==> config.mk <==
export PLATFORM = sky130hd
export DESIGN_NAME = hdlc_tx_feeder
export DESIGN_NICKNAME = d
export VERILOG_FILES = /design/src/rtl/hdlc_feed_pkg.sv /design/src/rtl/hdlc_feed_chunk.sv /design/src/rtl/hdlc_feed_cmd.sv /design/src/rtl/hdlc_tx_feeder.sv
export SDC_FILE = /design/constraint.sdc
export NUM_CORES = 1
export LEC_CHECK = 0
export CAP_MARGIN = 15
export CORE_MARGIN = 2
export CORE_UTILIZATION = 30
export DETAILED_ROUTE_END_ITERATION = 6
export PLACE_DENSITY = 0.62
export SYNTH_ARGS = -nofsm -noshare
export SYNTH_HDL_FRONTEND = slang
export SYNTH_SLANG_ARGS = --single-unit
==> constraint.sdc <==
create_clock -name clk -period 5 [get_ports clk]
set_clock_uncertainty 0.15 [all_clocks]
set_input_delay 0.75 -clock clk [delete_from_list [all_inputs] [get_ports clk]]
set_output_delay 0.75 -clock clk [all_outputs]
set_load 0.01 [all_outputs]
==> src/rtl/hdlc_feed_pkg.sv <==
package hdlc_feed_pkg;

    typedef enum logic [1:0] {
        FS_IDLE,
        FS_SEND,
        FS_CMD,
        FS_WAIT
    } feed_state_e;

endpackage

==> src/rtl/hdlc_feed_chunk.sv <==
// Sizes the next piece from the frame length and the current position.
module hdlc_feed_chunk #(
    parameter int LEN_W     = 11,
    parameter int CHUNK_MAX = 32,
    parameter int CHUNK_W   = $clog2(CHUNK_MAX + 1)
) (
    input  logic [LEN_W-1:0]   len,
    input  logic [LEN_W-1:0]   pos,
    output logic [CHUNK_W-1:0] chunk,
    output logic               is_last,
    output logic               is_empty
);
    localparam logic [LEN_W-1:0] CHUNK_L = LEN_W'(CHUNK_MAX);

    logic [LEN_W-1:0] rem;

    always_comb begin
        rem      = len - pos;
        is_empty = (rem == '0);
        is_last  = (rem <= CHUNK_L);
        chunk    = is_last ? rem[CHUNK_W-1:0] : CHUNK_W'(CHUNK_MAX);
    end

endmodule

==> src/rtl/hdlc_feed_cmd.sv <==
// Builds the command written after a piece.
module hdlc_feed_cmd #(
    parameter int                 CMD_W    = 8,
    parameter logic [CMD_W-1:0]   CMD_FILL = 8'h08,
    parameter logic [CMD_W-1:0]   CMD_END  = 8'h02
) (
    input  logic             last,
    output logic [CMD_W-1:0] code
);
    always_comb begin
        code = last ? (CMD_FILL | CMD_END) : CMD_FILL;
    end

endmodule

==> src/rtl/hdlc_tx_feeder.sv <==
module hdlc_tx_feeder
    import hdlc_feed_pkg::*;
#(
    parameter int               LEN_W     = 11,
    parameter int               DATA_W    = 8,
    parameter int               CHUNK_MAX = 32,
    parameter int               CMD_W     = 8,
    parameter logic [CMD_W-1:0] CMD_FILL  = 8'h08,
    parameter logic [CMD_W-1:0] CMD_END   = 8'h02
) (
    input  logic              clk,
    input  logic              rst_n,
    input  logic              link_up,
    input  logic              req_valid,
    input  logic [LEN_W-1:0]  req_len,
    output logic              req_ready,
    output logic [LEN_W-1:0]  rd_addr,
    input  logic [DATA_W-1:0] rd_data,
    output logic              fifo_wr_valid,
    output logic [DATA_W-1:0] fifo_wr_data,
    output logic              cmd_valid,
    output logic [CMD_W-1:0]  cmd_code,
    input  logic              pool_ready,
    input  logic              restart_ev,
    input  logic              underrun_ev,
    output logic              done_pulse,
    output logic              drop_pulse,
    output logic              err_pulse
);
    localparam int CHUNK_W = $clog2(CHUNK_MAX + 1);

    typedef struct packed {
        feed_state_e        st;
        logic [LEN_W-1:0]   len;
        logic [LEN_W-1:0]   ptr;
        logic [CHUNK_W-1:0] left;
        logic               last;
        logic               pend;
        logic               done;
        logic               drop;
        logic               err;
    } feed_regs_t;

    localparam feed_regs_t REG_RST = '{st: FS_IDLE, default: '0};

    feed_regs_t q, d;

    logic               rewind;
    logic [LEN_W-1:0]   calc_len;
    logic [LEN_W-1:0]   calc_pos;
    logic [CHUNK_W-1:0] c_chunk;
    logic               c_last;
    logic               c_empty;

    assign rewind   = restart_ev | underrun_ev;
    // Idle: size the offered frame from byte 0. Waiting: use the stored
    // frame, rewound to 0 when a rewind event arrives in the same cycle.
    assign calc_len = (q.st == FS_IDLE) ? req_len : q.len;
    assign calc_pos = ((q.st == FS_IDLE) || rewind) ? '0 : q.ptr;

    hdlc_feed_chunk #(
        .LEN_W     (LEN_W),
        .CHUNK_MAX (CHUNK_MAX),
        .CHUNK_W   (CHUNK_W)
    ) i_chunk (
        .len      (calc_len),
        .pos      (calc_pos),
        .chunk    (c_chunk),
        .is_last  (c_last),
        .is_empty (c_empty)
    );

    hdlc_feed_cmd #(
        .CMD_W    (CMD_W),
        .CMD_FILL (CMD_FILL),
        .CMD_END  (CMD_END)
    ) i_cmd (
        .last (q.last),
        .code (cmd_code)
    );

    always_comb begin
        d      = q;
        d.done = 1'b0;
        d.drop = 1'b0;
        d.err  = 1'b0;
        case (q.st)
            FS_IDLE: begin
                if (req_valid) begin
                    if (!link_up) begin
                        d.drop = 1'b1;
                    end else if (c_empty) begin
                        d.err = 1'b1;
                    end else begin
                        d.len  = req_len;
                        d.ptr  = '0;
                        d.left = c_chunk;
                        d.last = c_last;
                        d.pend = 1'b0;
                        d.st   = FS_SEND;
                    end
                end
            end
            FS_SEND: begin
                d.ptr  = q.ptr + LEN_W'(1);
                d.left = q.left - CHUNK_W'(1);
                if (rewind) begin
                    d.pend = 1'b1;
                end
                if (q.left == CHUNK_W'(1)) begin
                    d.st = FS_CMD;
                end
            end
            FS_CMD: begin
                if (q.pend || rewind) begin
                    d.ptr = '0;
                end
                d.pend = 1'b0;
                d.st   = FS_WAIT;
            end
            FS_WAIT: begin
                if (rewind) begin
                    d.ptr = '0;
                end
                if (pool_ready) begin
                    if (c_empty) begin
                        d.ptr  = '0;
                        d.done = 1'b1;
                        d.st   = FS_IDLE;
                    end else begin
                        d.left = c_chunk;
                        d.last = c_last;
                        d.st   = FS_SEND;
                    end
                end
            end
            default: d = REG_RST;
        endcase
    end

    always_ff @(posedge clk or negedge rst_n) begin
        if (!rst_n) begin
            q <= REG_RST;
        end else begin
            q <= d;
        end
    end

    assign req_ready     = (q.st == FS_IDLE);
    assign rd_addr       = q.ptr;
    assign fifo_wr_valid = (q.st == FS_SEND);
    assign fifo_wr_data  = rd_data;
    assign cmd_valid     = (q.st == FS_CMD);
    assign done_pulse    = q.done;
    assign drop_pulse    = q.drop;
    assign err_pulse     = q.err;

endmodule

==> impl.org <==
** Run status
- Result of the run :: complete, no violations

** Critical path
- Category of cells accounting for the largest share of critical-path delay :: compound AO/OA/AOI/OAI gates
- The endpoint identified for the worst register-to-register timing path is q[6].
- Among all stages on the critical path, the largest delay is contributed by sky130_fd_sc_hd__or4b_1.
- Data on the critical path arrives at its endpoint at 4.68 ns.
- The worst setup path is of the reg2reg kind.
- Data on the critical path is required at its endpoint by 5.06 ns.
- FF-to-FF path depth :: 14
- The number of buffers and inverters on the critical path is 3.
- Reg2reg setup slack :: 0.38 ns
- Biggest fanout along the worst timing path :: 12
- In this run the critical register-to-register path is launched from q[33].
- Cells along the critical path :: inv_1 > ha_1 > buf_4 > mux2_2 > ha_1 > nand3_1 > o2111ai_1 > o311ai_1 > a2111o_1 > or4b_1 > buf_4 > a31oi_2 > a221oi_1 > a21oi_1
- The worst setup path is launched from a flop.
- The most critical setup path has its startpoint at q[33].
- STA classifies the critical path endpoint as a flop.
- On the worst path, the slowest cell contributes a delay of roughly 0.59 ns.

** Pwr
- Switching share of power :: ~46%
- Summed over all nets, the switching power comes to 0.961 mW.
- Clock network fraction of total power :: 12.9%
- Power share of the combinational group :: roughly two thirds
- Total Power :: about 2.1 mW
- Worst VDD drop :: 0.186 mV
- Summed over all cells, the static leakage comes to 1.42 nW.
- Power density normalized to cell area :: just under 600 mW/mm^2
- Internal power :: 1.13 mW
- Registers are responsible for about a fifth of the overall power.

** Die
- Std-Cell Core Area :: between 0.01 and 0.015 sq mm
- Area of the die :: ~0.011 sq mm
- Horizontal extent of the die :: 106 um
- Die Span Y :: approximately 110 um
- Number of core rows :: 37
- In this run the count of I/O pins placed on the die edge is 59.
- Once the floorplan was initialized, standard cells occupied 30.4% of the core.

** Drt
- Routed via count divided by cell count :: 5.24
- Dividing the detail-routed wire length by the instance count gives 15.1 um.
- TritonRoute pass-1 iters :: 4
- For this run, design rule violations remaining after detail routing come to 0.
- The detail route stage leaves a number of antenna-violating nets equal to 0.
- The final route contains 2620 vias.
- Summed over all layers, the routed wires come to 7.56 mm.
- The first routing iteration left 150 violations.

** Global routing
- Total global routing overflow :: 0
- The first global-routing pass estimated roughly 13 mm of wire.
- The number of global-route vias before repair was 2655.
- Pin count of the biggest net entering global routing :: 36
- The initial antenna violation count came to 0.
- Across every metal layer, demand over resource in global routing totals 14.2%.

** Yosys
- Multiplexer share of the synthesized area :: a little under a tenth
- Number of synthesized flops with an enable pin :: 0
- Synthesis instantiated 65 different standard cells from the library.
- Summing the areas of all and, or, nand and nor instances in the mapped netlist gives 18.4% of the synthesized area.
- The average instance in the mapped netlist occupies 8.84 sq um.
- Synth Instances :: 350
- In the synthesized netlist the dominant register cell turns out to be sky130_fd_sc_hd__dfrtp_1.
- Compound-cell area share of the yosys netlist :: 22.5%
- Sequential cells were found to cover 28.3% of the synthesized design area.
- Of all flip-flops after synthesis, the portion carrying an async set or reset was 100%.
- Largest family of logic cells by synthesized area :: compound AO/OA/AOI/OAI gates
- Summing the areas of all xor and xnor instances in the mapped netlist gives 1.70% of the synthesized area.
- Adder-Cell Fraction of Synth Area :: 7.92%
- Summed instance area of the synthesized netlist :: 0.00310 sq mm
- Synth warnings :: 0
- Counting flops and latches in the post-synthesis netlist gives 35.

** CTS
- TritonCTS built the clock tree.
- In this run the number of H-tree levels came out at 2.
- The root buffer cell chosen for the clock tree is sky130_fd_sc_hd__clkbuf_8.
- Largest buffer count on any clock path :: 2
- Post-cts resize count :: 0
- Post-CTS setup-driven buffer insertion count :: 0
- Hold repair after CTS inserted 0 buffers.
- Clock-pin transition on the worst setup and hold timing paths :: 0.07 ns
- Clock buffers created by TritonCTS :: 5
- Later-pin clock latency in the skew report :: 0.29 ns
- Sink count of the clock tree :: 35

** Cells and area
- Highest-count cells in the layout ignoring fill and taps :: sky130_fd_sc_hd__dfrtp_1, sky130_fd_sc_hd__clkdlybuf4s50_1, sky130_fd_sc_hd__nand2_1
- Number of inserted filler cells in the final layout :: around 1100
- Cells with a size suffix above 1 make up 14.8% of the layout.
- Excluding fillers, the count of instances in the completed layout stands at 500.
- Layout overhead on the synthesized area :: 13.8%
- 0 antenna diodes ended up in the layout.
- After the last flow step, the layout net total stands at 408.
- Summing all non-filler instances in the final layout gives an area of 0.00352 sq mm.

** STA
- Counting I/O delays and the setup requirement, the final critical path takes ~4.6 ns.
- Setup repair after global routing left no endpoint under its margin.
- Post-route fraction of the period consumed by the critical path :: 92.4%
- Setup-failing EPs final :: 0
- For the pin with the worst max-slew slack, the measured transition is 1.03 ns.
- Relative slew slack :: 31.4%
- Peak Freq :: 216 MHz
- The max-slew violation total from the final report was 0.
- The final count of hold timing violations was 0.
- For the final routed database, the setup TNS stands at 0 ns.

** Place
- Placed instance count :: 492
- The count of buffers added on input and output ports is 35.
- Routability-driven placement finished with a final weighted congestion of 0.862.
- Once placement finished, the instance area stood at 0.00340 sq mm.
- HPWL after detailed placement :: 5.70 mm

** Run
- Max-cap violations in this run came to 0.

** Hold path
- Startpoint of the most critical hold path :: q[29]
- The path class of the tightest hold or removal check is reg2reg.
- Worst hold path depth :: 1
- For hold timing, the worst endpoint is q[29].
## cells in the mapped netlist (all sizes together), types with 3 or more instances
cell / count / area (sq um)
a211o: 10 / 88.8
a211oi: 4 / 35.0
a21boi: 5 / 37.5
a21oi: 18 / 93.8
a221oi: 3 / 32.5
a31o: 3 / 35.0
a31oi: 3 / 40.0
and3: 3 / 23.8
buf: 33 / 253
clkbuf: 8 / 30.0
dfrtp: 35 / 876
ha: 18 / 225
inv: 20 / 75.1
mux2: 22 / 248
mux2i: 4 / 40.0
nand2: 34 / 128
nand2b: 5 / 31.3
nand3: 15 / 75.1
nand3b: 7 / 52.6
nor2: 11 / 43.8
nor2b: 4 / 25.0
nor3: 12 / 60.1
nor4: 3 / 25.0
o211ai: 7 / 52.6
o21ai: 18 / 90.1
o311ai: 3 / 26.3
xnor2: 3 / 26.3
xor2: 3 / 26.3
## cell type report
type	instances	area [sq um]	area share [%]
clock inverter	2	35.0	0.995
tap	136	170	4.83
multi-input combinational	258	1880	53.3
inverter	21	78.8	2.24
clock buffer	6	82.6	2.34
timing repair buffer	42	403	11.4
sequential	35	876	24.9
## metal layers
| metal | part of all wire, % | GRT usage (%) | up-vias | routed length, um |
|---|---|---|---|---|
| met5 | 0 | 0 | - | 0 |
| met3 | 4.2 | 2.54 | 10 | 319 |
| met4 | 0.98 | 3.01 | 0 | 74 |
| met1 | 47 | 18.5 | 1272 | 3520 |
| li1 | - | - | 1272 | - |
| met2 | 48 | 24.4 | 66 | 3640 |
## worst max path at each step
stage | to | cells after the start
3_3_place_gp | rd_addr[6] | 14
3_5_place_dp | rd_addr[6] | 14
2_1_floorplan | rd_addr[10] | 17
5_1_grt | q[6] | 14
6_report | q[6] | 14
4_1_cts | rd_addr[6] | 13
## worst register-to-register path, delay by kind of cell (launching register included)
family / cells / cell delay [ns]
fa+ha+maj: 2 / 0.85
mux: 1 / 0.37
buf+inv: 3 / 0.63
flops: 1 / 0.41
simple gates: 2 / 0.78
compound gates: 6 / 1.36
## cell families after synthesis
family,count (synthesis)
other,2
muxes,26
AOI/OAI and AO/OA,92
adders and majority gates,19
and+or+nand+nor,108
DFF,35
buffers and inverters,62
xor gates and xnor gates,6
## state kept, by name, summed over array words and instances (netlist names)
name	cells
q	21
rd_addr	11
done_pulse	1
drop_pulse	1
err_pulse	1
## stage by stage
stage	util (%)	hold WS [ns]	worst slack, ns
after floorplan	-	0.304	0.298
after global placement	33.4	0.334	0.188
after detailed placement	33.4	0.341	0.0963
after CTS	34.6	0.359	0.361
after global routing	34.6	0.369	0.0639
final	34.6	0.353	0.379
## power by group through the flow
stage | Clock, mW | Sequential [mW] | Combinational (mW)
5_1_grt | 0.289 | 0.440 | 1.56
6_report | 0.270 | 0.428 | 1.40
3_5_place_dp | 0 | 0.434 | 1.38
3_3_place_gp | 0 | 0.429 | 1.36
4_1_cts | 0.277 | 0.428 | 1.39
2_1_floorplan | 0 | 0.418 | 1.10
No activity file was read; power rests on OpenSTA's default activity.
